## src/rtl/twm_pkg.sv

```systemverilog
package twm_pkg;

  typedef enum logic [1:0] {
    EV_START = 2'd0,
    EV_STOP  = 2'd1,
    EV_ADDR  = 2'd2,
    EV_DATA  = 2'd3
  } evKind_e;

  typedef enum logic [1:0] {
    ST_IDLE = 2'd0,
    ST_ADDR = 2'd1,
    ST_DATA = 2'd2
  } monState_e;

  // strobes from control to the frame datapath
  typedef struct packed {
    logic clearFrame;
    logic shiftBit;
  } frameCmd_t;

endpackage

```

## src/rtl/twm_line_sync.sv

```systemverilog
module twm_line_sync #(
  parameter int STAGES = 2
) (
  input  logic clk,
  input  logic rst,
  input  logic rawClk,
  input  logic rawDat,
  output logic lineDat,
  output logic clkRise,
  output logic startCond,
  output logic stopCond
);

  logic [STAGES-1:0] clkChain;
  logic [STAGES-1:0] datChain;
  logic clkPrev;
  logic datPrev;
  logic clkNow;

  // synchronizer stages; idle bus level (high) after reset
  for (genvar g = 0; g < STAGES; g++) begin : g_stage
    if (g == 0) begin : g_first
      always_ff @(posedge clk) begin
        if (rst) begin
          clkChain[g] <= 1'b1;
          datChain[g] <= 1'b1;
        end else begin
          clkChain[g] <= rawClk;
          datChain[g] <= rawDat;
        end
      end
    end else begin : g_next
      always_ff @(posedge clk) begin
        if (rst) begin
          clkChain[g] <= 1'b1;
          datChain[g] <= 1'b1;
        end else begin
          clkChain[g] <= clkChain[g-1];
          datChain[g] <= datChain[g-1];
        end
      end
    end
  end

  assign clkNow  = clkChain[STAGES-1];
  assign lineDat = datChain[STAGES-1];

  always_ff @(posedge clk) begin
    if (rst) begin
      clkPrev <= 1'b1;
      datPrev <= 1'b1;
    end else begin
      clkPrev <= clkNow;
      datPrev <= lineDat;
    end
  end

  assign clkRise   = ~clkPrev & clkNow;
  assign startCond = clkNow & datPrev & ~lineDat;
  assign stopCond  = clkNow & ~datPrev & lineDat;

endmodule

```

## src/rtl/twm_frame_dp.sv

```systemverilog
module twm_frame_dp
  import twm_pkg::*;
#(
  parameter int BYTE_W = 8,
  localparam int CNT_W = $clog2(BYTE_W + 2)
) (
  input  logic              clk,
  input  logic              rst,
  input  frameCmd_t         cmd,
  input  logic              bitIn,
  output logic [BYTE_W-1:0] shiftData,
  output logic [CNT_W-1:0]  bitCount
);

  always_ff @(posedge clk) begin
    if (rst || cmd.clearFrame) begin
      shiftData <= '0;
      bitCount  <= '0;
    end else if (cmd.shiftBit) begin
      bitCount <= bitCount + 1'b1;
      if (bitCount < CNT_W'(BYTE_W)) begin
        shiftData <= {shiftData[BYTE_W-2:0], bitIn};
      end
    end
  end

endmodule

```

## src/rtl/twm_seq_ctrl.sv

```systemverilog
module twm_seq_ctrl
  import twm_pkg::*;
#(
  parameter int BYTE_W = 8,
  localparam int CNT_W = $clog2(BYTE_W + 2)
) (
  input  logic              clk,
  input  logic              rst,
  input  logic              clkRise,
  input  logic              startCond,
  input  logic              stopCond,
  input  logic              lineDat,
  input  logic [CNT_W-1:0]  bitCount,
  input  logic [BYTE_W-1:0] shiftData,
  output frameCmd_t         cmd,
  output logic              evValid,
  output logic [1:0]        evKind,
  output logic [BYTE_W-1:0] evByte,
  output logic              evNack
);

  monState_e state, stateNext;
  logic fire;
  evKind_e kindNext;
  logic [BYTE_W-1:0] byteNext;
  logic nackNext;

  always_comb begin
    cmd       = '0;
    stateNext = state;
    fire      = 1'b0;
    kindNext  = EV_START;
    byteNext  = '0;
    nackNext  = 1'b0;
    if (startCond) begin
      cmd.clearFrame = 1'b1;
      stateNext      = ST_ADDR;
      fire           = 1'b1;
      kindNext       = EV_START;
    end else if (stopCond) begin
      cmd.clearFrame = 1'b1;
      stateNext      = ST_IDLE;
      fire           = 1'b1;
      kindNext       = EV_STOP;
    end else if (clkRise && state != ST_IDLE) begin
      if (bitCount == CNT_W'(BYTE_W)) begin
        // ninth bit: acknowledge slot closes the frame
        cmd.clearFrame = 1'b1;
        fire           = 1'b1;
        kindNext       = (state == ST_ADDR) ? EV_ADDR : EV_DATA;
        byteNext       = shiftData;
        nackNext       = lineDat;
        stateNext      = ST_DATA;
      end else begin
        cmd.shiftBit = 1'b1;
      end
    end
  end

  always_ff @(posedge clk) begin
    if (rst) begin
      state   <= ST_IDLE;
      evValid <= 1'b0;
      evKind  <= 2'd0;
      evByte  <= '0;
      evNack  <= 1'b0;
    end else begin
      state   <= stateNext;
      evValid <= fire;
      if (fire) begin
        evKind <= kindNext;
        evByte <= byteNext;
        evNack <= nackNext;
      end
    end
  end

endmodule

```

## src/rtl/twowire_monitor.sv

```systemverilog
module twowire_monitor
  import twm_pkg::*;
#(
  parameter int SYNC_STAGES = 2,
  parameter int BYTE_W      = 8
) (
  input  logic              clk,
  input  logic              rst,
  input  logic              busClkIn,
  input  logic              busDatIn,
  output logic              evValid,
  output logic [1:0]        evKind,
  output logic [BYTE_W-1:0] evByte,
  output logic              evNack
);

  localparam int CNT_W = $clog2(BYTE_W + 2);

  logic lineDat;
  logic clkRise;
  logic startCond;
  logic stopCond;
  frameCmd_t cmd;
  logic [BYTE_W-1:0] shiftData;
  logic [CNT_W-1:0] bitCount;

  twm_line_sync #(.STAGES(SYNC_STAGES)) u_sync (
    .clk       (clk),
    .rst       (rst),
    .rawClk    (busClkIn),
    .rawDat    (busDatIn),
    .lineDat   (lineDat),
    .clkRise   (clkRise),
    .startCond (startCond),
    .stopCond  (stopCond)
  );

  twm_frame_dp #(.BYTE_W(BYTE_W)) u_dp (
    .clk       (clk),
    .rst       (rst),
    .cmd       (cmd),
    .bitIn     (lineDat),
    .shiftData (shiftData),
    .bitCount  (bitCount)
  );

  twm_seq_ctrl #(.BYTE_W(BYTE_W)) u_ctrl (
    .clk       (clk),
    .rst       (rst),
    .clkRise   (clkRise),
    .startCond (startCond),
    .stopCond  (stopCond),
    .lineDat   (lineDat),
    .bitCount  (bitCount),
    .shiftData (shiftData),
    .cmd       (cmd),
    .evValid   (evValid),
    .evKind    (evKind),
    .evByte    (evByte),
    .evNack    (evNack)
  );

endmodule

```

## config.mk

```make
export PLATFORM = sky130hd
export DESIGN_NAME = twowire_monitor
export DESIGN_NICKNAME = d
export VERILOG_FILES = /design/src/rtl/twm_pkg.sv /design/src/rtl/twm_line_sync.sv /design/src/rtl/twm_frame_dp.sv /design/src/rtl/twm_seq_ctrl.sv /design/src/rtl/twowire_monitor.sv
export SDC_FILE = /design/constraint.sdc
export NUM_CORES = 1
export LEC_CHECK = 0
export ABC_AREA = 1
export ABC_CLOCK_PERIOD_IN_PS = 1700
export BUFFER_PORTS_ARGS = -buffer_cell sky130_fd_sc_hd__buf_2
export CAP_MARGIN = 20
export CORE_ASPECT_RATIO = 1.4
export CORE_MARGIN = 1
export CORE_UTILIZATION = 56
export CTS_BUF_LIST = sky130_fd_sc_hd__clkbuf_16
export CTS_CLUSTER_DIAMETER = 30
export DETAILED_ROUTE_END_ITERATION = 10
export HOLD_SLACK_MARGIN = 0.1
export PLACE_DENSITY_LB_ADDON = 0.08
export SLEW_MARGIN = 15
export SYNTH_ARGS = -nofsm -noshare
export SYNTH_HDL_FRONTEND = slang
export SYNTH_SLANG_ARGS = --single-unit
export TNS_END_PERCENT = 100
```

## constraint.sdc

```tcl
create_clock -name clk -period 1.7 [get_ports clk]
set_input_delay 0.17 -clock clk [delete_from_list [all_inputs] [get_ports clk]]
set_output_delay 0.17 -clock clk [all_outputs]
set_load 0.01 [all_outputs]
```

======== Word-level counts from Yosys, hierarchy flattened ========
Cells that the tools add are included.
cells by class
  $add $sub $neg .......................... 1
  multipliers ............................. 0
  div/mod/pow operators ................... 0
  order comparisons ....................... 1
  equality and inequality tests ........... 2
  shift-type cells ........................ 0
  muxes and demuxes ....................... 27
  bitwise operators ....................... 8
  reductions and logical operators ........ 9
operators by type and width
  operator                                              count
  2-to-1 mux 8 bit                                      4
  2-to-1 mux 1 bit                                      18
  2-to-1 mux 2 bit                                      5
  AND reduction 2 bit                                   3
  nonzero test 3 bit                                    2
  bitwise AND 1 bit                                     5
  adder 4 x 1 -> 4 bit (second input constant)          1
  equality test 4 bit (second input constant)           1
  less-than comparator 4 bit (second input constant)    1
  NOT 1 bit                                             3
  OR reduction 3 bit                                    1
  equality test 2 x 1 -> 1 bit (second input constant)  1
  nonzero test 2 bit                                    1
  logical AND 1 bit                                     1
  logical OR 1 bit                                      1
word-level totals
  bits in registers ....................... 32
  bits in latches ......................... 0
  memory bits (writable) .................. 0
  ROM bits ................................ 0
  input port bits ......................... 4
  memories kept ........................... 0

======== Longest topological paths before layout ========
  depth after elaboration ................. 7
  depth in mapped cells ................... 9

======== Hierarchy ========
From an unflattened synthesis, not the netlist that was laid out.
unflattened totals
  cell total of the unflattened synthesis .. 161
  area total of the unflattened synthesis .. 1308.8 um2
modules (own cells, without submodules)
  module         instances  cells each  area each (um2)  sequential area each (um2)
  twm_seq_ctrl   1          84          669.4            280.3
  twm_frame_dp   1          59          459.2            240.2
  twm_line_sync  1          18          180.2            120.1

======== Worst setup path before layout ========
No wires, ideal clock.
  path kind ............................... flip-flop to flip-flop
  start point ............................. reg u_dp.bitCount[0]
  end point ............................... reg u_dp.shiftData[0]
  arrival ................................. 1281 ps
  required time ........................... 1636 ps
  path slack .............................. 355 ps
  cell stages (with the launch flop) ...... 9
  period minus slack after synthesis ...... 1345 ps
  cell sequence ........................... dfxtp_1 inv_1 ha_1 nand3b_1 nor2_8 nor2_8 buf_8 nand2_1 nor2_1
on the way
  word-level cells in the longest chain between the ends .. 6
  elaborated cells on any way between the ends .. 11
  those cells by class .................... order compare (1); eq/ne (1); mux (7); reduce/logical (2)
RTL lines
  element                                                            RTL line            source
  start: declaration                                                 twm_frame_dp.sv:12  output logic [CNT_W-1:0] bitCount
  start signal: assignment                                           twm_frame_dp.sv:20  bitCount <= bitCount + 1'b1;
  equality test 4 bit                                                twm_seq_ctrl.sv:46  if (bitCount == CNT_W'(BYTE_W)) begin
  2-to-1 mux 1 bit                                                   twm_seq_ctrl.sv:46
  2-to-1 mux 2 bit                                                   twm_seq_ctrl.sv:45  end else if (clkRise && state != ST_IDLE) begin
  2-to-1 mux 1 bit                                                   twm_seq_ctrl.sv:40  end else if (stopCond) begin
  2-to-1 mux 1 bit                                                   twm_seq_ctrl.sv:35  if (startCond) begin
  AND reduction 2 bit (no line) or logical OR 1 bit (tied branches)  n/a
  end signal: assignment                                             twm_frame_dp.sv:22  shiftData <= {shiftData[BYTE_W-2:0], bitIn};
  end: declaration                                                   twm_frame_dp.sv:11  output logic [BYTE_W-1:0] shiftData,
Parallel ways exist; a longest one is shown, timed or not.
A chain may end at the register's enable or synchronous reset.

======== Worst setup path in the final report ========
  start point ............................. reg u_dp.bitCount[0]
  end point ............................... reg u_dp.bitCount[0]
on the way
  word-level cells in the longest chain between the ends .. 6
  elaborated cells on any way between the ends .. 10
  those cells by class .................... add/sub (1); eq/ne (1); mux (7); reduce/logical (1)
RTL lines
  element              RTL line            source
  equality test 4 bit  twm_seq_ctrl.sv:46
  2-to-1 mux 1 bit     twm_seq_ctrl.sv:46
  2-to-1 mux 2 bit     twm_seq_ctrl.sv:45
  2-to-1 mux 1 bit     twm_seq_ctrl.sv:40
  2-to-1 mux 1 bit     twm_seq_ctrl.sv:35
  logical OR 1 bit     twm_frame_dp.sv:16  if (rst || cmd.clearFrame) begin
Parallel ways exist; a longest one is shown, timed or not.

==> impl_metrics.tcl <==
set metrics [dict create \
    skew_ns 0.00462 \
    hold_path.class "in2reg" \
    nNetsFinal 203 \
    fin_crit_ns 1.55 \
    sw_frac_of_total_pct 20.7 \
    dp_hpwl_mm 1.75 \
    rows 20 \
    clock_tree.root_cell "clkbuf_16" \
    clk_pin_slew_ns 0.05 \
    grt_pass1_wl_mm 4.04 \
    drtAntennaViolNets 0 \
    first_iter_violations 41 \
    critPathLaunchType "flop" \
    worst_slack_ns 0.151 \
    slew_violations 0 \
    worstSetupEndpointType "flop" \
    via_per_inst 5.21 \
    rsz0062_at_grt "no" \
    synth_cells 173 \
    criticalPathCategory "reg2reg" \
    p_int_mw 1.31 \
    dpl.cell_count 207 \
    met1_usage_pct 21.5 \
    clk_path_buf_depth 2 \
    area.growth.synth_to_final_pct 18.2 \
    fp.dieW_um 44.0 \
    worstPathRequired_ns 1.91 \
    cts_sinks 32 \
    p_seq_share_pct 46.4 \
    syn_area_sq_um 1380 \
    cp.arrival_ns 1.75 \
    wl_mm 2.62 \
    worst_slew_margin_rel_pct 81.8 \
    vias 1140 \
    grt_max_degree 20 \
    gp_congestion 0.781 \
    irDropWorstVdd_v 0.000810 \
    drive_gt1_share_pct 20.8 \
    io_pins 16 \
    path_max_fanout 19 \
    core_sq_um 2250 \
    numPortBuffers 15 \
    busiest_layer "met2" \
    syn_nets 179 \
    hold_path_depth 2 \
    grt_pass1_vias 1006 \
    avgRoutedWirePerCell_um 12.0 \
    worst_slew_pin_slew_ns 0.271 \
    ys_seq_area_share_pct 46.3 \
    avgSynthCellArea_sq_um 7.99 \
    status "complete, but fails checks" \
    synth.distinct_cells 26 \
    grtUsageMet2_pct 37.5 \
    comb_power_share_pct 4.7 \
    cts_tree "built" \
    first_pass_iters 7 \
    finalHoldWorstSlack_ns 0.161 \
    clock.fmax_ghz 0.646 \
    met3_usage_pct 8.93 \
    hold_viol 0 \
    fin_crit_sh_pct 91.1 \
    die_height_um 60.8 \
    yosys_warnings 0 \
    antenna_found_initial 0 \
    layoutNonFillerInstCount 219 \
    dpl_cell_area_sq_um 1460 \
    power_switching_mw 0.343 \
    die_area_sq_um 2670 \
    violations "DRC" \
    ff2ff_path_depth 7 \
    clk_latency_ns 0.27 \
    gr-usage-all-layers_pct 21.6 \
    drc 3 \
    start_util_pct 61.4 \
    stdcell_area_sq_um 1630 \
    synth_seq_cells 32 \
    drv_cap 0 \
    htreeDepth 2 \
    diodes 0 \
    finalSetupViolations 0 \
    cts_buffers 5 \
    power.density_nw_per_um2 1010 \
    p_leak_nw 0.760 \
    pwr-share-clk_pct 48.9 \
    pre_cts_ws_ns 0.0817 \
    grt_overflow 0 \
    final.setup.tns_ns 0 \
]
worst max-delay path: stages (launching register included):
cell	delay [ns]
dfxtp_1	0.41
inv_1	0.08
ha_1	0.21
nand3b_1	0.19
nor2_8	0.09
nor2_8	0.26
o21ai_0	0.13
nor2_1	0.11
power by group through the flow:
stage          clock [mW]  combinational, mW  sequential (mW)
2_1_floorplan           0             0.0620            0.782
3_3_place_gp            0             0.0719            0.781
3_5_place_dp            0             0.0730            0.782
4_1_cts             0.822             0.0768            0.768
5_1_grt             0.862             0.0845            0.767
6_report            0.808             0.0772            0.768
path summary, 6_finish.rpt:
check,from,endpoint,slack [ns]
min reg2reg,u_sync.datChain[0]$_SDFF_PP1_,u_sync.lineDat$_SDFF_PP1_,0.43
min,rst,u_ctrl.evByte[0]$_SDFFE_PP0P_,0.16
max,u_dp.bitCount[0]$_SDFFE_PP0P_,u_dp.bitCount[0]$_SDFFE_PP0P_,0.15
max reg2reg,u_dp.bitCount[0]$_SDFFE_PP0P_,u_dp.bitCount[0]$_SDFFE_PP0P_,0.15
cells by family (layout without fill, tap and decap cells):
kind of cell	count (synthesis)	count (layout)	synth area share, %
adders and majority gates	2	2	1.81
xor gates and xnor gates	1	1	0.634
buffers and inverters	30	53	9.59
and+or+nand+nor	92	93	35.8
DFF	32	32	46.3
AOI/OAI and AO/OA	16	16	5.79
cell usage after synthesis (all sizes together):
| master | instances | area, sq um |
|---|---|---|
| nand3 | 11 | 72.6 |
| nor2 | 24 | 159 |
| nand2 | 42 | 168 |
| ha | 2 | 25.0 |
| nand3b | 2 | 15.0 |
| nand4 | 9 | 56.3 |
| o21ai | 10 | 50.1 |
| clkbuf | 1 | 3.75 |
| a21oi | 6 | 30.0 |
| dfxtp | 32 | 641 |
| buf | 3 | 31.3 |
| or2 | 4 | 25.0 |
| inv | 25 | 93.8 |
| xor2 | 1 | 8.76 |
| clkinv | 1 | 3.75 |
registers in the layout (all words and copies together), names as in the netlist:
signal,count
u_ctrl.evByte,8
u_dp.shiftData,8
u_dp.bitCount,4
u_ctrl.evKind,2
u_ctrl.state,2
u_ctrl.evNack,1
u_ctrl.evValid,1
u_sync.clkChain,1
u_sync.clkNow,1
u_sync.clkPrev,1
u_sync.datChain,1
u_sync.datPrev,1
u_sync.lineDat,1
through the flow:
step | power [mW] | utilization, %
2_1_floorplan | 0.844 | -
3_3_place_gp | 0.853 | 64.7
3_5_place_dp | 0.855 | 64.7
4_1_cts | 1.67 | 71.5
5_1_grt | 1.71 | 72.6
6_report | 1.65 | 72.6
per-layer routing:
layer  wire length [um]  part of all wire, %  vias to the layer above
met3                130                  5.0                        4
met4                 46                  1.8                        0
met1               1050                   40                      513
met5                  0                    0                        -
met2               1390                   53                       34
li1                   -                    -                      589
layout make-up:
| cell class | instances | area (sq um) |
|---|---|---|
| inverters | 26 | 97.6 |
| flip-flops and latches | 32 | 641 |
| fillers | 173 | 618 |
| clock buffers | 5 | 125 |
| multi-input cells | 112 | 618 |
| well taps | 22 | 27.5 |
| clock inverters | 2 | 7.51 |
| repair buffers | 20 | 118 |
cells in the final DEF (no fill, tap or decap):
master	netlist	layout
nand2_2	1	1
buf_4	0	3
nand3_1	9	9
inv_2	1	1
nor2_4	2	2
nor2_2	2	4
nand3_4	1	1
o21ai_1	2	2
ha_1	2	2
nand3_2	1	1
nor2_1	17	16
nand3b_1	2	2
or2_2	4	4
nand4_1	9	9
a21oi_1	6	6
nand2_1	40	40
dfxtp_1	32	32
clkbuf_16	0	5
nand2_4	1	1
o21ai_0	8	8
nor2_8	3	3
clkinv_1	1	3
inv_1	24	24
buf_2	1	15
dlygate4sd3_1	0	2
xor2_1	1	1
repair_timing:
item                       4_1_cts  5_1_grt
hold buffers                     2        0
hold endpoints to repair         2        0
setup endpoints to repair        0       11
gates resized for setup          0        1
buffers inserted                 0        2
Power figures use the tool's default switching activity.
